===== src/rtl/irq_pkg.sv =====
package irq_pkg;

    typedef enum logic [1:0] {
        PIN_PULSE    = 2'd0,
        PIN_LVL_SW   = 2'd1,
        PIN_LVL_AUTO = 2'd2,
        PIN_LVL_ALT  = 2'd3
    } pin_mode_e;

    typedef struct packed {
        pin_mode_e mode;
        logic      enh;
    } cfg_t;

endpackage


===== src/rtl/irq_cfg_regs.sv =====
module irq_cfg_regs
    import irq_pkg::*;
#(
    parameter int NUM_SRC = 16
) (
    input  logic               clk,
    input  logic               rst_n,
    input  logic               cfg_we_i,
    input  logic [1:0]         cfg_pin_mode_i,
    input  logic               cfg_enh_i,
    input  logic               mask_we_i,
    input  logic [NUM_SRC-1:0] mask_i,
    output cfg_t               cfg_o,
    output logic [NUM_SRC-1:0] mask_o
);

    typedef struct packed {
        cfg_t               cfg;
        logic [NUM_SRC-1:0] mask;
    } regs_t;

    regs_t regs_d, regs_q;

    always_comb begin
        regs_d = regs_q;
        if (cfg_we_i) begin
            regs_d.cfg.mode = pin_mode_e'(cfg_pin_mode_i);
            regs_d.cfg.enh  = cfg_enh_i;
        end
        if (mask_we_i) begin
            regs_d.mask = mask_i;
        end
    end

    always_ff @(posedge clk or negedge rst_n) begin
        if (!rst_n) begin
            regs_q.cfg.mode <= PIN_PULSE;
            regs_q.cfg.enh  <= 1'b0;
            regs_q.mask     <= '0;
        end else begin
            regs_q <= regs_d;
        end
    end

    assign cfg_o  = regs_q.cfg;
    assign mask_o = regs_q.mask;

endmodule


===== src/rtl/irq_status_bank.sv =====
module irq_status_bank
    import irq_pkg::*;
#(
    parameter int NUM_SRC = 16
) (
    input  logic               clk,
    input  logic               rst_n,
    input  logic [NUM_SRC-1:0] evt_i,
    input  cfg_t               cfg_i,
    input  logic [NUM_SRC-1:0] mask_i,
    input  logic               stat_rd_i,
    input  logic               sw_clr_i,
    output logic [NUM_SRC-1:0] stat_o
);

    typedef struct packed {
        logic [NUM_SRC-1:0] stat;
    } bank_t;

    bank_t bank_d, bank_q;
    logic [NUM_SRC-1:0] gate;
    logic               wipe;

    always_comb begin
        gate   = cfg_i.enh ? {NUM_SRC{1'b1}} : mask_i;
        wipe   = sw_clr_i || (stat_rd_i && (cfg_i.mode == PIN_LVL_AUTO));
        bank_d = bank_q;
        if (wipe) begin
            bank_d.stat = '0;
        end
        bank_d.stat = bank_d.stat | (evt_i & gate);
    end

    always_ff @(posedge clk or negedge rst_n) begin
        if (!rst_n) begin
            bank_q.stat <= '0;
        end else begin
            bank_q <= bank_d;
        end
    end

    assign stat_o = bank_q.stat;

endmodule


===== src/rtl/irq_pin_drive.sv =====
module irq_pin_drive
    import irq_pkg::*;
#(
    parameter int NUM_SRC = 16
) (
    input  logic               clk,
    input  logic               rst_n,
    input  logic [NUM_SRC-1:0] evt_i,
    input  cfg_t               cfg_i,
    input  logic [NUM_SRC-1:0] mask_i,
    input  logic [NUM_SRC-1:0] stat_i,
    output logic               irq_n_o
);

    typedef struct packed {
        logic pulse;
    } pin_t;

    pin_t pin_d, pin_q;
    logic level_hit;

    always_comb begin
        pin_d.pulse = |(evt_i & mask_i);
        level_hit   = |(stat_i & mask_i);
    end

    always_ff @(posedge clk or negedge rst_n) begin
        if (!rst_n) begin
            pin_q.pulse <= 1'b0;
        end else begin
            pin_q <= pin_d;
        end
    end

    assign irq_n_o = (cfg_i.mode == PIN_PULSE) ? ~pin_q.pulse : ~level_hit;

endmodule


===== src/rtl/irq_gather.sv =====
module irq_gather
    import irq_pkg::*;
#(
    parameter int NUM_SRC = 16
) (
    input  logic               clk,
    input  logic               rst_n,
    input  logic [NUM_SRC-1:0] evt_i,
    input  logic               cfg_we_i,
    input  logic [1:0]         cfg_pin_mode_i,
    input  logic               cfg_enh_i,
    input  logic               mask_we_i,
    input  logic [NUM_SRC-1:0] mask_i,
    input  logic               stat_rd_i,
    input  logic               sw_clr_i,
    output logic [NUM_SRC-1:0] stat_o,
    output logic               irq_n_o
);

    cfg_t               cfg_q;
    pin_mode_e          pin_mode_q;
    logic [NUM_SRC-1:0] mask_q;
    logic [NUM_SRC-1:0] stat_q;

    irq_cfg_regs #(.NUM_SRC(NUM_SRC)) i_cfg (
        .clk            (clk),
        .rst_n          (rst_n),
        .cfg_we_i       (cfg_we_i),
        .cfg_pin_mode_i (cfg_pin_mode_i),
        .cfg_enh_i      (cfg_enh_i),
        .mask_we_i      (mask_we_i),
        .mask_i         (mask_i),
        .cfg_o          (cfg_q),
        .mask_o         (mask_q)
    );

    irq_status_bank #(.NUM_SRC(NUM_SRC)) i_bank (
        .clk       (clk),
        .rst_n     (rst_n),
        .evt_i     (evt_i),
        .cfg_i     (cfg_q),
        .mask_i    (mask_q),
        .stat_rd_i (stat_rd_i),
        .sw_clr_i  (sw_clr_i),
        .stat_o    (stat_q)
    );

    irq_pin_drive #(.NUM_SRC(NUM_SRC)) i_pin (
        .clk     (clk),
        .rst_n   (rst_n),
        .evt_i   (evt_i),
        .cfg_i   (cfg_q),
        .mask_i  (mask_q),
        .stat_i  (stat_q),
        .irq_n_o (irq_n_o)
    );

    assign pin_mode_q = cfg_q.mode;
    assign stat_o     = stat_q;

endmodule


===== config.mk =====
export PLATFORM = sky130hd
export DESIGN_NAME = irq_gather
export DESIGN_NICKNAME = d
export VERILOG_FILES = /design/src/rtl/irq_pkg.sv /design/src/rtl/irq_cfg_regs.sv /design/src/rtl/irq_status_bank.sv /design/src/rtl/irq_pin_drive.sv /design/src/rtl/irq_gather.sv
export SDC_FILE = /design/constraint.sdc
export NUM_CORES = 1
export LEC_CHECK = 0
export BUFFER_PORTS_ARGS = -buffer_cell sky130_fd_sc_hd__buf_2
export CELL_PAD_IN_SITES_DETAIL_PLACEMENT = 0
export CELL_PAD_IN_SITES_GLOBAL_PLACEMENT = 1
export CORE_ASPECT_RATIO = 1.75
export CORE_MARGIN = 5
export CORE_UTILIZATION = 25
export DETAILED_ROUTE_END_ITERATION = 6
export GPL_TIMING_DRIVEN = 0
export PLACE_DENSITY = 0.67
export SYNTH_ARGS = -nofsm -noshare
export SYNTH_HDL_FRONTEND = slang
export SYNTH_SLANG_ARGS = --single-unit

===== constraint.sdc =====
create_clock -name clk -period 1.3 [get_ports clk]
set_input_delay 0.13 -clock clk [delete_from_list [all_inputs] [get_ports clk]]
set_output_delay 0.13 -clock clk [all_outputs]
set_load 0.1 [all_outputs]

==> results.py <==
metrics = {
    "synthesis": {
        "seq_area_frac_synth_pct": 58.0,
        "syn_nets": 171,
        "ys_seq_elements": 36,
        "synth.distinct_cells": 16,
        "postSynthAreaPerCell_um2": 12.0,
        "synthCells": 130,
        "yosysWarnings": 0,
        "synthesis.area_um2": 1550,
    },
    "setup_path": {
        "critical_path_class": "reg2out",
        "worstReg2RegStart": "i_cfg.mask_o[10]",
        "cpPeakStageDelay_ns": 0.48,
        "end_kind": "output port",
        "cp_cell_sequence": "a22o_1, a221oi_2, nand4_1, mux2i_4, buf_12",
        "cp_max_fo": 3,
        "arrival_ns": 1.76,
        "cp_slowest_cell": "dfrtp_4",
        "critPathRequiredTime_ns": 1.17,
        "crit_start": "i_bank.stat_o[13]",
        "cp-start-kind": "register",
    },
    "placed_design": {
        "gp_congestion": 0.767,
        "placed_cells": 266,
        "io_buffer_count": 56,
        "dp_hpwl_um": 3470,
    },
    "route": {
        "drcViolationCount": 0,
        "via_per_inst": 4.53,
        "vias": 1251,
        "routedWlPerCell_um": 15.9,
        "drt_first_pass_iters": 4,
        "drt-initial-drc-count": 29,
        "routed_wl_um": 4400,
        "detail-route-antenna-nets": 0,
    },
    "pwr": {
        "power.switching_w": 0.00122,
        "vdd_ir_drop_max_mv": 0.477,
        "intPower_w": 0.00194,
        "clkPwrFrac_pct": 26.1,
        "pwr-share-seq_pct": 44.0,
        "powerDensity_nw_per_um2": 1490,
        "switching_share_pct": 38.6,
        "p_leak_nw": 0.961,
        "comb_power_share_pct": 29.9,
        "finalPower_w": 0.00316,
    },
    "sta": {
        "period_share_pct": 146,
        "timing.hold.ws_ns": 0.0727,
        "hold_viol": 0,
        "fmax_mhz": 528,
        "rsz0062_at_grt": "yes",
        "setup_slack_ns": -0.595,
        "finalSetupViolations": 1,
        "tightestPinTransition_ns": 0.513,
        "fin_worst_skew_ns": 0.00681,
        "min_period_ns": 1.89,
        "slew_headroom_pct": 65.8,
        "drv_slew": 0,
    },
    "hold_path": {
        "min_path_type": "in2reg",
        "worstHoldStart": "cfg_pin_mode_i[0]",
    },
    "clock_network": {
        "cts_tree": "built",
        "clockBufferDepth": 2,
        "clk_latency_ns": 0.28,
        "htreeDepth": 2,
        "cts.reportedPaths.clkPinSlew_ns": 0.07,
        "cts_root_buffer": "clkbuf_8",
        "cts_buffers": 5,
        "clock-sinks": 36,
    },
    "global_routing": {
        "antenna_found_initial": 0,
        "grt_pass1_vias": 1369,
        "grt_util_all_layers_pct": 11.7,
        "grt_pass1_wl_um": 7070,
        "overflow": 0,
        "grt_max_degree": 37,
    },
    "cells_and_area": {
        "nNetsFinal": 236,
        "final_core_util_pct": 34.5,
        "layout-area-overhead-vs-synth_pct": 36.0,
        "antenna_cells": 0,
        "fin_cells": 276,
        "drive_gt1_share_pct": 56.1,
    },
    "floorplan": {
        "die_area_um2": 7950,
        "io_pins": 58,
        "fp.dieH_um": 114,
        "initial_utilization_pct": 25.3,
        "num_rows": 38,
        "design.core.area_um2": 6130,
        "die_x_um": 69.6,
    },
    "job": {
        "maxCapViolCount": 0,
    },
    "status": {
        "status": "complete, but fails checks",
        "violations": "negative setup slack",
    },
}
==> critical path, delay by kind of cell, from the launching register on <==
kind,cells,cell delay [ns]
AND/OR/NAND/NOR,1,0.17
AO/OA/AOI/OAI,2,0.43
buffers and inverters,1,0.20
flip-flops,1,0.48
multiplexers,1,0.20
==> flip-flops by register name, indices dropped and copies added, names as in the netlist <==
signal         count
i_bank.stat_o     16
i_cfg.mask_o      16
i_pin.pin_q        1
i_cfg.cfg_o        3
==> final timing paths <==
path / to / cells past startpoint / slack (ns)
min reg2reg: i_bank.stat_o[14] / 2 / 0.49
min: i_cfg.cfg_o[1] / 3 / 0.07
max in group asynchronous: i_bank.stat_o[13] / 2 / 0.52
max: irq_n_o / 5 / -0.59
min in group asynchronous: i_cfg.mask_o[8] / 2 / 0.38
max reg2reg: i_pin.pin_q / 3 / 0.08
==> cell type report <==
class / count / area [um^2]
Fill cell: 649 / 4020
Clock inverter: 2 / 10.0
Sequential cell: 36 / 931
Clock buffer: 6 / 82.6
Timing Repair Buffer: 58 / 323
Buffer: 4 / 25.0
Multi-Input combinational cell: 89 / 638
Inverter: 1 / 3.75
Tap cell: 80 / 100
==> power groups by stage <==
stage / Combinational (W) / Clock, W / Sequential [W]
2_1_floorplan: 0.000239 / 0 / 0.00185
3_3_place_gp: 0.000930 / 0 / 0.00142
3_5_place_dp: 0.000938 / 0 / 0.00142
4_1_cts: 0.000955 / 0.000855 / 0.00140
5_1_grt: 0.000999 / 0.000904 / 0.00142
6_report: 0.000943 / 0.000825 / 0.00139
==> Yosys cell counts <==
cell type  number  share of area, %
nand2_1        33               8.0
nand4_1         2              0.81
clkbuf_1        1              0.24
mux2_2         18                13
nor2_1          1              0.24
a22o_1          7               3.9
a22o_2          1              0.64
dfrtp_1        36                58
inv_1           1              0.24
a221oi_1        4               2.3
a31oi_4         1               1.4
buf_4           2              0.97
mux2i_1         1              0.64
buf_2           1              0.32
o21ai_0        17               5.5
a221oi_2        4               3.9
==> cell families (layout without fill, tap and decap cells) <==
logic type | Yosys count | count (layout) | synth area share, %
AOI/OAI and AO/OA | 34 | 34 | 17.6
DFF | 36 | 36 | 58.0
muxes | 19 | 19 | 13.7
and+or+nand+nor | 36 | 36 | 9.02
buffers and inverters | 5 | 71 | 1.77
==> timing repair <==
action                                  in CTS  in global routing
hold endpoints to repair                    36                  0
gates resized for setup                      6                  3
pin swaps                                    1                  1
endpoints found under the setup margin       8                  6
hold buffers                                 1                  0
buffers inserted                             1                  0
==> metal layers <==
metal,GRT usage (%),wire [um],part of all wire [%],up-vias
met1,12.7,1660,38,612
met2,21.6,2480,56,36
met5,0,0,0,-
met4,4.69,65,1.5,0
li1,-,-,-,599
met3,2.81,194,4.4,4
==> cells in the final DEF (no fill, tap or decap), types with 2 or more instances in the layout <==
| cell | Yosys | routed |
|---|---|---|
| dfrtp_2 | 0 | 12 |
| clkbuf_4 | 0 | 3 |
| nand4_1 | 2 | 2 |
| clkbuf_8 | 0 | 6 |
| buf_4 | 2 | 4 |
| buf_2 | 1 | 52 |
| a22o_1 | 7 | 7 |
| dfrtp_1 | 36 | 20 |
| a221oi_1 | 4 | 4 |
| o21ai_0 | 17 | 17 |
| clkinv_2 | 0 | 2 |
| nand2_1 | 33 | 33 |
| a221oi_2 | 4 | 4 |
| dfrtp_4 | 0 | 4 |
| mux2_2 | 18 | 18 |
==> stage by stage <==
stage | instance area (um^2) | worst slack [ns] | setup TNS, ns
2_1_floorplan | 1600 | -0.656 | -0.656
3_3_place_gp | 1980 | -0.526 | -0.526
3_5_place_dp | 1980 | -0.526 | -0.526
4_1_cts | 2110 | -0.626 | -0.626
5_1_grt | 2110 | -0.689 | -0.689
6_report | 2110 | -0.595 | -0.595
No activity file was read; power rests on OpenSTA's default activity.
